**src/rtl/ptp_tc_pkg.sv**
```systemverilog
package ptp_tc_pkg;
  typedef enum logic [2:0] {
    ADR_CTRL    = 3'd0,
    ADR_INC_LO  = 3'd1,
    ADR_INC_HI  = 3'd2,
    ADR_TIME_LO = 3'd3,
    ADR_TIME_HI = 3'd4
  } reg_addr_e;

  localparam logic [63:0] BASE_INC_1P6NS = 64'h0000_0001_9999_9999;
endpackage

```
**src/rtl/ptp_tc_split_stage.sv**
```systemverilog
module ptp_tc_split_stage #(
  parameter int DW   = 32,
  parameter bit HOLD = 1'b0
) (
  input  logic            clk,
  input  logic            rst_n,
  input  logic            wr_lo,
  input  logic            wr_hi,
  input  logic [DW-1:0]   wdata,
  output logic            commit,
  output logic [2*DW-1:0] value
);
  logic [DW-1:0] stage_lo;

  always_ff @(posedge clk) begin
    if (!rst_n)     stage_lo <= '0;
    else if (wr_lo) stage_lo <= wdata;
  end

  assign commit = wr_hi;

  generate
    if (HOLD) begin : g_hold
      logic [2*DW-1:0] held;
      always_ff @(posedge clk) begin
        if (!rst_n)      held <= '0;
        else if (wr_hi)  held <= {wdata, stage_lo};
      end
      assign value = held;
    end else begin : g_pass
      assign value = {wdata, stage_lo};
    end
  endgenerate
endmodule

```
**src/rtl/ptp_tc_accum.sv**
```systemverilog
module ptp_tc_accum #(
  parameter int NS_W   = 64,
  parameter int FRAC_W = 32,
  parameter int INC_W  = 64
) (
  input  logic              clk,
  input  logic              rst_n,
  input  logic              enable,
  input  logic              load,
  input  logic [NS_W-1:0]   load_ns,
  input  logic [INC_W-1:0]  inc,
  output logic [NS_W-1:0]   time_ns,
  output logic [FRAC_W-1:0] frac
);
  localparam int ACC_W = NS_W + FRAC_W;

  function automatic logic [ACC_W-1:0] acc_step(input logic [ACC_W-1:0] a,
                                                input logic [INC_W-1:0] d);
    return a + ACC_W'(d);
  endfunction

  logic [ACC_W-1:0] acc;
  logic             tick;

  assign tick = enable && !load;

  always_ff @(posedge clk) begin
    if (!rst_n)    acc <= '0;
    else if (load) acc <= {load_ns, {FRAC_W{1'b0}}};
    else if (tick) acc <= acc_step(acc, inc);
  end

  assign time_ns = acc[ACC_W-1:FRAC_W];
  assign frac    = acc[FRAC_W-1:0];
endmodule

```
**src/rtl/ptp_tc_snap.sv**
```systemverilog
module ptp_tc_snap #(
  parameter int NS_W = 64,
  parameter int DW   = 32
) (
  input  logic            clk,
  input  logic            rst_n,
  input  logic            capture,
  input  logic [NS_W-1:0] time_ns,
  output logic [DW-1:0]   snap_hi
);
  always_ff @(posedge clk) begin
    if (!rst_n)       snap_hi <= '0;
    else if (capture) snap_hi <= time_ns[NS_W-1:DW];
  end
endmodule

```
**src/rtl/ptp_time_counter.sv**
```systemverilog
module ptp_time_counter #(
  parameter int DW     = 32,
  parameter int NS_W   = 64,
  parameter int FRAC_W = 32,
  parameter int AW     = 3
) (
  input  logic          clk,
  input  logic          rst_n,
  input  logic          wr_en,
  input  logic          rd_en,
  input  logic [AW-1:0] addr,
  input  logic [DW-1:0] wdata,
  output logic [DW-1:0] rdata,
  output logic          rd_valid
);
  import ptp_tc_pkg::*;
  localparam int INC_W = 2 * DW;

  logic              enable_q;
  logic              time_commit, inc_commit;
  logic [NS_W-1:0]   time_load_ns, time_ns;
  logic [INC_W-1:0]  inc_val;
  logic [FRAC_W-1:0] acc_frac;
  logic [DW-1:0]     snap_hi;
  logic              sel_ctrl, sel_ilo, sel_ihi, sel_tlo, sel_thi;

  assign sel_ctrl = addr == AW'(ADR_CTRL);
  assign sel_ilo  = addr == AW'(ADR_INC_LO);
  assign sel_ihi  = addr == AW'(ADR_INC_HI);
  assign sel_tlo  = addr == AW'(ADR_TIME_LO);
  assign sel_thi  = addr == AW'(ADR_TIME_HI);

  always_ff @(posedge clk) begin
    if (!rst_n)                  enable_q <= 1'b0;
    else if (wr_en && sel_ctrl)  enable_q <= wdata[0];
  end

  ptp_tc_split_stage #(.DW(DW), .HOLD(1'b0)) u_time_stage (
    .clk(clk), .rst_n(rst_n),
    .wr_lo(wr_en && sel_tlo), .wr_hi(wr_en && sel_thi),
    .wdata(wdata), .commit(time_commit), .value(time_load_ns)
  );

  ptp_tc_split_stage #(.DW(DW), .HOLD(1'b1)) u_inc_stage (
    .clk(clk), .rst_n(rst_n),
    .wr_lo(wr_en && sel_ilo), .wr_hi(wr_en && sel_ihi),
    .wdata(wdata), .commit(inc_commit), .value(inc_val)
  );

  ptp_tc_accum #(.NS_W(NS_W), .FRAC_W(FRAC_W), .INC_W(INC_W)) u_accum (
    .clk(clk), .rst_n(rst_n), .enable(enable_q),
    .load(time_commit), .load_ns(time_load_ns), .inc(inc_val),
    .time_ns(time_ns), .frac(acc_frac)
  );

  ptp_tc_snap #(.NS_W(NS_W), .DW(DW)) u_snap (
    .clk(clk), .rst_n(rst_n), .capture(rd_en && sel_tlo),
    .time_ns(time_ns), .snap_hi(snap_hi)
  );

  logic [DW-1:0] rd_mux;
  always_comb begin
    rd_mux = '0;
    unique case (1'b1)
      sel_ctrl: rd_mux = DW'(enable_q);
      sel_ilo:  rd_mux = inc_val[DW-1:0];
      sel_ihi:  rd_mux = inc_val[INC_W-1:DW];
      sel_tlo:  rd_mux = time_ns[DW-1:0];
      sel_thi:  rd_mux = snap_hi;
      default:  rd_mux = '0;
    endcase
  end

  always_ff @(posedge clk) begin
    if (!rst_n) begin
      rdata    <= '0;
      rd_valid <= 1'b0;
    end else begin
      rd_valid <= rd_en;
      if (rd_en) rdata <= rd_mux;
    end
  end
endmodule

```
**config.mk**
```make
export PLATFORM = sky130hd
export DESIGN_NAME = ptp_time_counter
export DESIGN_NICKNAME = d
export VERILOG_FILES = /design/src/rtl/ptp_tc_pkg.sv /design/src/rtl/ptp_tc_split_stage.sv /design/src/rtl/ptp_tc_accum.sv /design/src/rtl/ptp_tc_snap.sv /design/src/rtl/ptp_time_counter.sv
export SDC_FILE = /design/constraint.sdc
export NUM_CORES = 1
export LEC_CHECK = 0
export BUFFER_PORTS_ARGS = -buffer_cell sky130_fd_sc_hd__buf_4
export CAP_MARGIN = 20
export CELL_PAD_IN_SITES_DETAIL_PLACEMENT = 0
export CELL_PAD_IN_SITES_GLOBAL_PLACEMENT = 1
export CORE_MARGIN = 1
export CORE_UTILIZATION = 47
export DETAILED_ROUTE_END_ITERATION = 10
export PLACE_DENSITY_LB_ADDON = 0.08
export SLEW_MARGIN = 20
export SYNTH_ARGS = -nofsm -noshare
export SYNTH_HDL_FRONTEND = slang
export SYNTH_SLANG_ARGS = --single-unit
```
**constraint.sdc**
```tcl
create_clock -name clk -period 3.4 [get_ports clk]
set_input_delay 0 -clock clk [delete_from_list [all_inputs] [get_ports clk]]
set_output_delay 0 -clock clk [all_outputs]
set_load 0.01 [all_outputs]
```
# After elaboration in Yosys (flattened, before gate mapping)
# Cells that the tools add are included.
[classes] add_sub_neg=1 n_eq_ne=4 n_mux=3 bitwise=1 n_reduce_logical=11
[op_table] operator="$mux W96" count=2
[op_table] operator="$pmux W32 S5" count=1
[op_table] operator="$add A96 B64 Y96" count=1
[op_table] operator="$logic_and A1 B1 Y1" count=7
[op_table] operator="$eq A3 B2 Y1 const B" count=2
[op_table] operator="$eq A3 B1 Y1 const B" count=1
[op_table] operator="$eq A3 B3 Y1 const B" count=1
[op_table] operator="$logic_not A3 Y1" count=1
[op_table] operator="$reduce_bool A2 Y1" count=1
[op_table] operator="$reduce_or A2 Y1" count=1
[op_table] operator="$logic_not A1 Y1" count=1
[op_table] operator="$not A1 Y1" count=1
[word_totals] register_bits=290 input_bits=39 wordCells=29

# Depth between registers and ports, before layout
[logic_depth] ltp_word=6 mapped_depth=13

# Cells and area by module
# A second synthesis with hierarchy kept.
[unflattened] hier_cells=1961 area_unflattened_um2=17237.8
[by_module_without_submodules] module="ptp_tc_accum" instances=1 cells_each=1138 area_per_inst_um2=8446.9
[by_module_without_submodules] module="ptp_tc_split_stage at u_inc_stage" instances=1 cells_each=310 area_per_inst_um2=3711.1
[by_module_without_submodules] module="ptp_time_counter" instances=1 cells_each=274 area_per_inst_um2=2344.7
[by_module_without_submodules] module="ptp_tc_split_stage at u_time_stage" instances=1 cells_each=136 area_per_inst_um2=1491.4
[by_module_without_submodules] module="ptp_tc_snap" instances=1 cells_each=103 area_per_inst_um2=1243.7

# Least setup slack after synthesis
# OpenSTA, ideal clock, no wires.
[synth_path] kind="reg-to-reg" from="reg u_inc_stage.g_hold.held[0], in the netlist u_inc_stage.value[0]" to="reg u_accum.acc[94]" setup_ps=133 t_arrival_ps=2975 slack_ps=293 stages_incl_launch_ff=13 period_less_slack_ps=3107 path_cell_list="dfxtp_1 ha_1 fa_1 a21o_1 a311oi_1 o41a_1 a2111oi_4 o311ai_2 a21oi_2 a211oi_2 nand4b_1 xor2_1 a21oi_1"
[synth_via] elab_chain_len=3
[synth_lines] item="start, declared" line="ptp_tc_split_stage.sv:24" source="logic [2*DW-1:0] held;"
[synth_lines] item="start signal, assigned" line="ptp_tc_split_stage.sv:27" source="else if (wr_hi) held <= {wdata, stage_lo};"
[synth_lines] item="$add A96 B64 Y96" line="ptp_tc_accum.sv:19" source="return a + ACC_W'(d);"
[synth_lines] item="$mux W96" line="ptp_tc_accum.sv:30" source="else if (tick) acc <= acc_step(acc, inc);"
[synth_lines] item="$mux W96" line="ptp_tc_accum.sv:29" source="else if (load) acc <= {load_ns, {FRAC_W{1'b0}}};"
[synth_lines] item="end signal, assigned" line="ptp_tc_accum.sv:29"
[synth_lines] item="end signal, assigned" line="ptp_tc_accum.sv:30"
[synth_lines] item="end, declared" line="ptp_tc_accum.sv:22" source="logic [ACC_W-1:0] acc;"
# Every way passes these cells. The select of a mux whose other input is x is not followed.
# A chain may end at the register's enable or synchronous reset.

# Worst setup path in the final report
[layout_path] from="reg u_inc_stage.g_hold.held[44], in the netlist u_inc_stage.value[44]" to="reg u_accum.acc[95]"
# Same word-level chain as after synthesis.

==> out/qor.txt <==
dpl hpwl -> 41260 um
Worst VDD drop -> 0.0004221 V
reg2reg setup slack -> 0.05 ns
Avg Inst Size Synth -> 7.984 um^2
post-synthesis cell area -> 16160 um^2
Hold Violations, Final -> 0
vias in the first global route -> 14620
drt initial violations -> 1538
final wirelength -> 58490 um
Yosys reg bits -> 290
reg2reg end -> u_accum.acc[95]
WP data required -> 3.85 ns
largest net degree at the start of global routing -> 102
Fill cells -> 3160
Primary FF master, synth -> dfxtp_1
clock root buffer -> clkbuf_16
first-pass GRT wire length -> 88080 um
Chip Height -> 187.4 um
Leak Pwr -> 7.418 nW
overall die area -> 35130 um^2
Unique masters post-synth -> 82
Setup Skew -> 0.02350 ns
FFs w/ async S/R, synth -> 0%
WL per Instance -> 22.28 um
routed vias -> 15670
Final Util -> 57.83%
Post-Layout Cell Count -> 2625
WHS -> 0.03182 ns
max cap viols -> 0
startpoint types -> flop
number of inserted diodes -> 0
hold_sp -> rd_en
commonest non-fill, non-tap cell in the layout -> nand2_1
# port buffers -> 71
clock tree sinks -> 290
Post-Syn Nets -> 2128
Core Box Area -> 33700 um^2
Num CTS Buffers -> 34
PwrDens -> 409.0 nW/um^2
GRT Total Usage -> 32.71%
Finish-stage setup viols -> 0
status -> complete, no violations
crit path max fanout -> 12
Vias/cell -> 5.971
Worst Reg-to-Reg Cells -> 12
min Tclk post-route -> 3.353 ns
Max clock buf depth -> 3
worst slew pin tran -> 0.9814 ns
Residual DRC -> 0
R2R Path Start -> u_inc_stage.value[44]
final slew viol count -> 0
most frequent cells in the layout -> 419 x nand2_1, 280 x dfxtp_1, 195 x buf_4, 165 x a21oi_1, 165 x a21boi_0
nets@finish -> 2257
starting density of the core -> 47.95%
fmax -> 0.2982 GHz
DP Cell Count -> 2527
worst hold endpoint -> rd_valid
H-tree depth -> 2
CTS clock-pin slew for the worst setup and hold paths -> 0.06 ns
Die Wd -> 187.4 um
Antenna Nets Post-Route -> 0
RSZ-0062 raised after global routing -> true
Worst-Skew Late Latency -> 0.54 ns
DR pass1 iterations -> 6
max_slew headroom -> 34.34%
layout cells sized above 1 -> 14.65%
Seq/Total Area, Yosys -> 35.92%
I/O pin cnt -> 72
WP data arrival -> 3.81 ns
fin crit share -> 98.62%
synthesis warning total -> 0
area grow syn2layout -> 20.59%
CP endpoint kind -> flop
GRT overflow -> 0
WHS Path Cells -> 2
Site Rows -> 67
Cells after Synth -> 2024
Post-synth EDFFs -> 0
HP Class -> primary input to flop
kind of critical path -> flop to flop
routability cong. -> 0.9563
CTS tree -> built
initial antenna violation count -> 1
## layout make-up
| class | instances | area, um^2 | share of cell area, % |
|---|---|---|---|
| Clock inverter | 10 | 201.4 | 1.034 |
| Sequential cell | 290 | 5823 | 29.88 |
| Clock buffer | 50 | 972.2 | 4.989 |
| Timing Repair Buffer | 238 | 1947 | 9.990 |
| Inverter | 26 | 97.59 | 0.5008 |
| Multi-Input combinational cell | 1563 | 9886 | 50.73 |
| Tap cell | 448 | 560.5 | 2.876 |
## synth_stat cells (18+ instances only)
| cell type | number | share of area, % |
|---|---|---|
| nand4_1 | 28 | 1.1 |
| o21a_1 | 39 | 1.8 |
| ha_1 | 64 | 5.0 |
| mux2i_1 | 40 | 2.5 |
| a21oi_1 | 169 | 5.2 |
| xnor2_1 | 48 | 2.6 |
| a21o_1 | 34 | 1.6 |
| a21boi_0 | 166 | 7.7 |
| o21ai_0 | 96 | 3.0 |
| nand2_1 | 422 | 9.8 |
| xor2_1 | 32 | 1.7 |
| inv_1 | 26 | 0.60 |
| a22oi_1 | 65 | 3.0 |
| clkbuf_1 | 110 | 2.6 |
| nor2b_1 | 38 | 1.5 |
| nand3_1 | 28 | 0.87 |
| nor3_1 | 18 | 0.56 |
| nor2_1 | 83 | 1.9 |
| dfxtp_1 | 290 | 36 |
## power breakdown
part           leakage [nW]  switching, W  internal [W]
Clock                 0.571       0.00151       0.00238
Combinational          4.50      0.000357      0.000211
Sequential             2.35     0.0000584       0.00346
Total                  7.42       0.00192       0.00605
## routing by layer
layer	vias to the layer above	share of wire [%]	global-route usage [%]	wire length [um]
li1	7435	-	-	-
met1	7522	47	48.08	27290
met2	612	43	49.00	24920
met3	104	7.7	4.841	4527
met4	0	3.0	9.944	1752
met5	-	0	0	0
## registers in the layout, indices dropped and copies added, names as in the netlist
name / count
enable_q: 1
rdata: 32
u_inc_stage.value: 64
rd_valid: 1
u_snap.snap_hi: 32
u_inc_stage.stage_lo: 32
u_time_stage.stage_lo: 32
u_accum.acc: 96
## kinds of logic after synthesis
family,share of synthesized area [%]
multiplexers,2.478
adder cells (fa/ha/maj),5.079
AO/OA/AOI/OAI,28.65
flip-flops,35.92
buffers and inverters,4.444
XOR/XNOR,4.336
AND/OR/NAND/NOR,19.09
## how the worst max path moves through the flow
| stage | cells after the start | slack [ns] | endpoint | startpoint |
|---|---|---|---|---|
| 6_report | 12 | 0.05 | u_accum.acc[95] | u_inc_stage.value[44] |
| 5_1_grt | 12 | -0.06 | u_accum.acc[87] | u_accum.acc[1] |
| 4_1_cts | 15 | 0.02 | u_accum.acc[74] | u_inc_stage.value[0] |
| 3_5_place_dp | 15 | -0.08 | u_accum.acc[74] | u_inc_stage.value[0] |
| 3_3_place_gp | 15 | -0.06 | u_accum.acc[74] | u_inc_stage.value[0] |
| 2_1_floorplan | 12 | 0.29 | u_accum.acc[94] | u_inc_stage.value[0] |
## critical path, stage by stage (launching register included)
cell and delay [ns]:
dfxtp_1 0.35, ha_1 0.42, nand4_1 0.17, or3_1 0.46, nor3_2 0.14, nor2b_1 0.14
or3_1 0.15, a31oi_4 0.06, o31ai_4 0.40, a221oi_4 0.14, buf_12 0.17, or4_1 0.51
a31oi_1 0.17
## through the flow
step / instance area, um^2 / power [W] / setup slack (ns) / TNS, ns
global route: 19490 / 0.008221 / -0.06433 / -0.3031
CTS: 19240 / 0.008011 / 0.02181 / 0
floorplan: 16160 / 0.003870 / 0.2928 / 0
global placement: 17700 / 0.004107 / -0.05694 / -0.05694
finish: 19490 / 0.007971 / 0.04682 / 0
detailed placement: 17700 / 0.004111 / -0.08064 / -0.08356
## timing repair
item | 4_1_cts | 5_1_grt
resized for setup | 1 | 47
buffers inserted | 0 | 3
hold buffers | 36 | 0
pin swaps | 1 | 20
hold endpoints to repair | 132 | 0
gates cloned | 0 | 0
setup endpoints to repair | 5 | 32
Note: power is estimated with default switching activity, not from simulation.
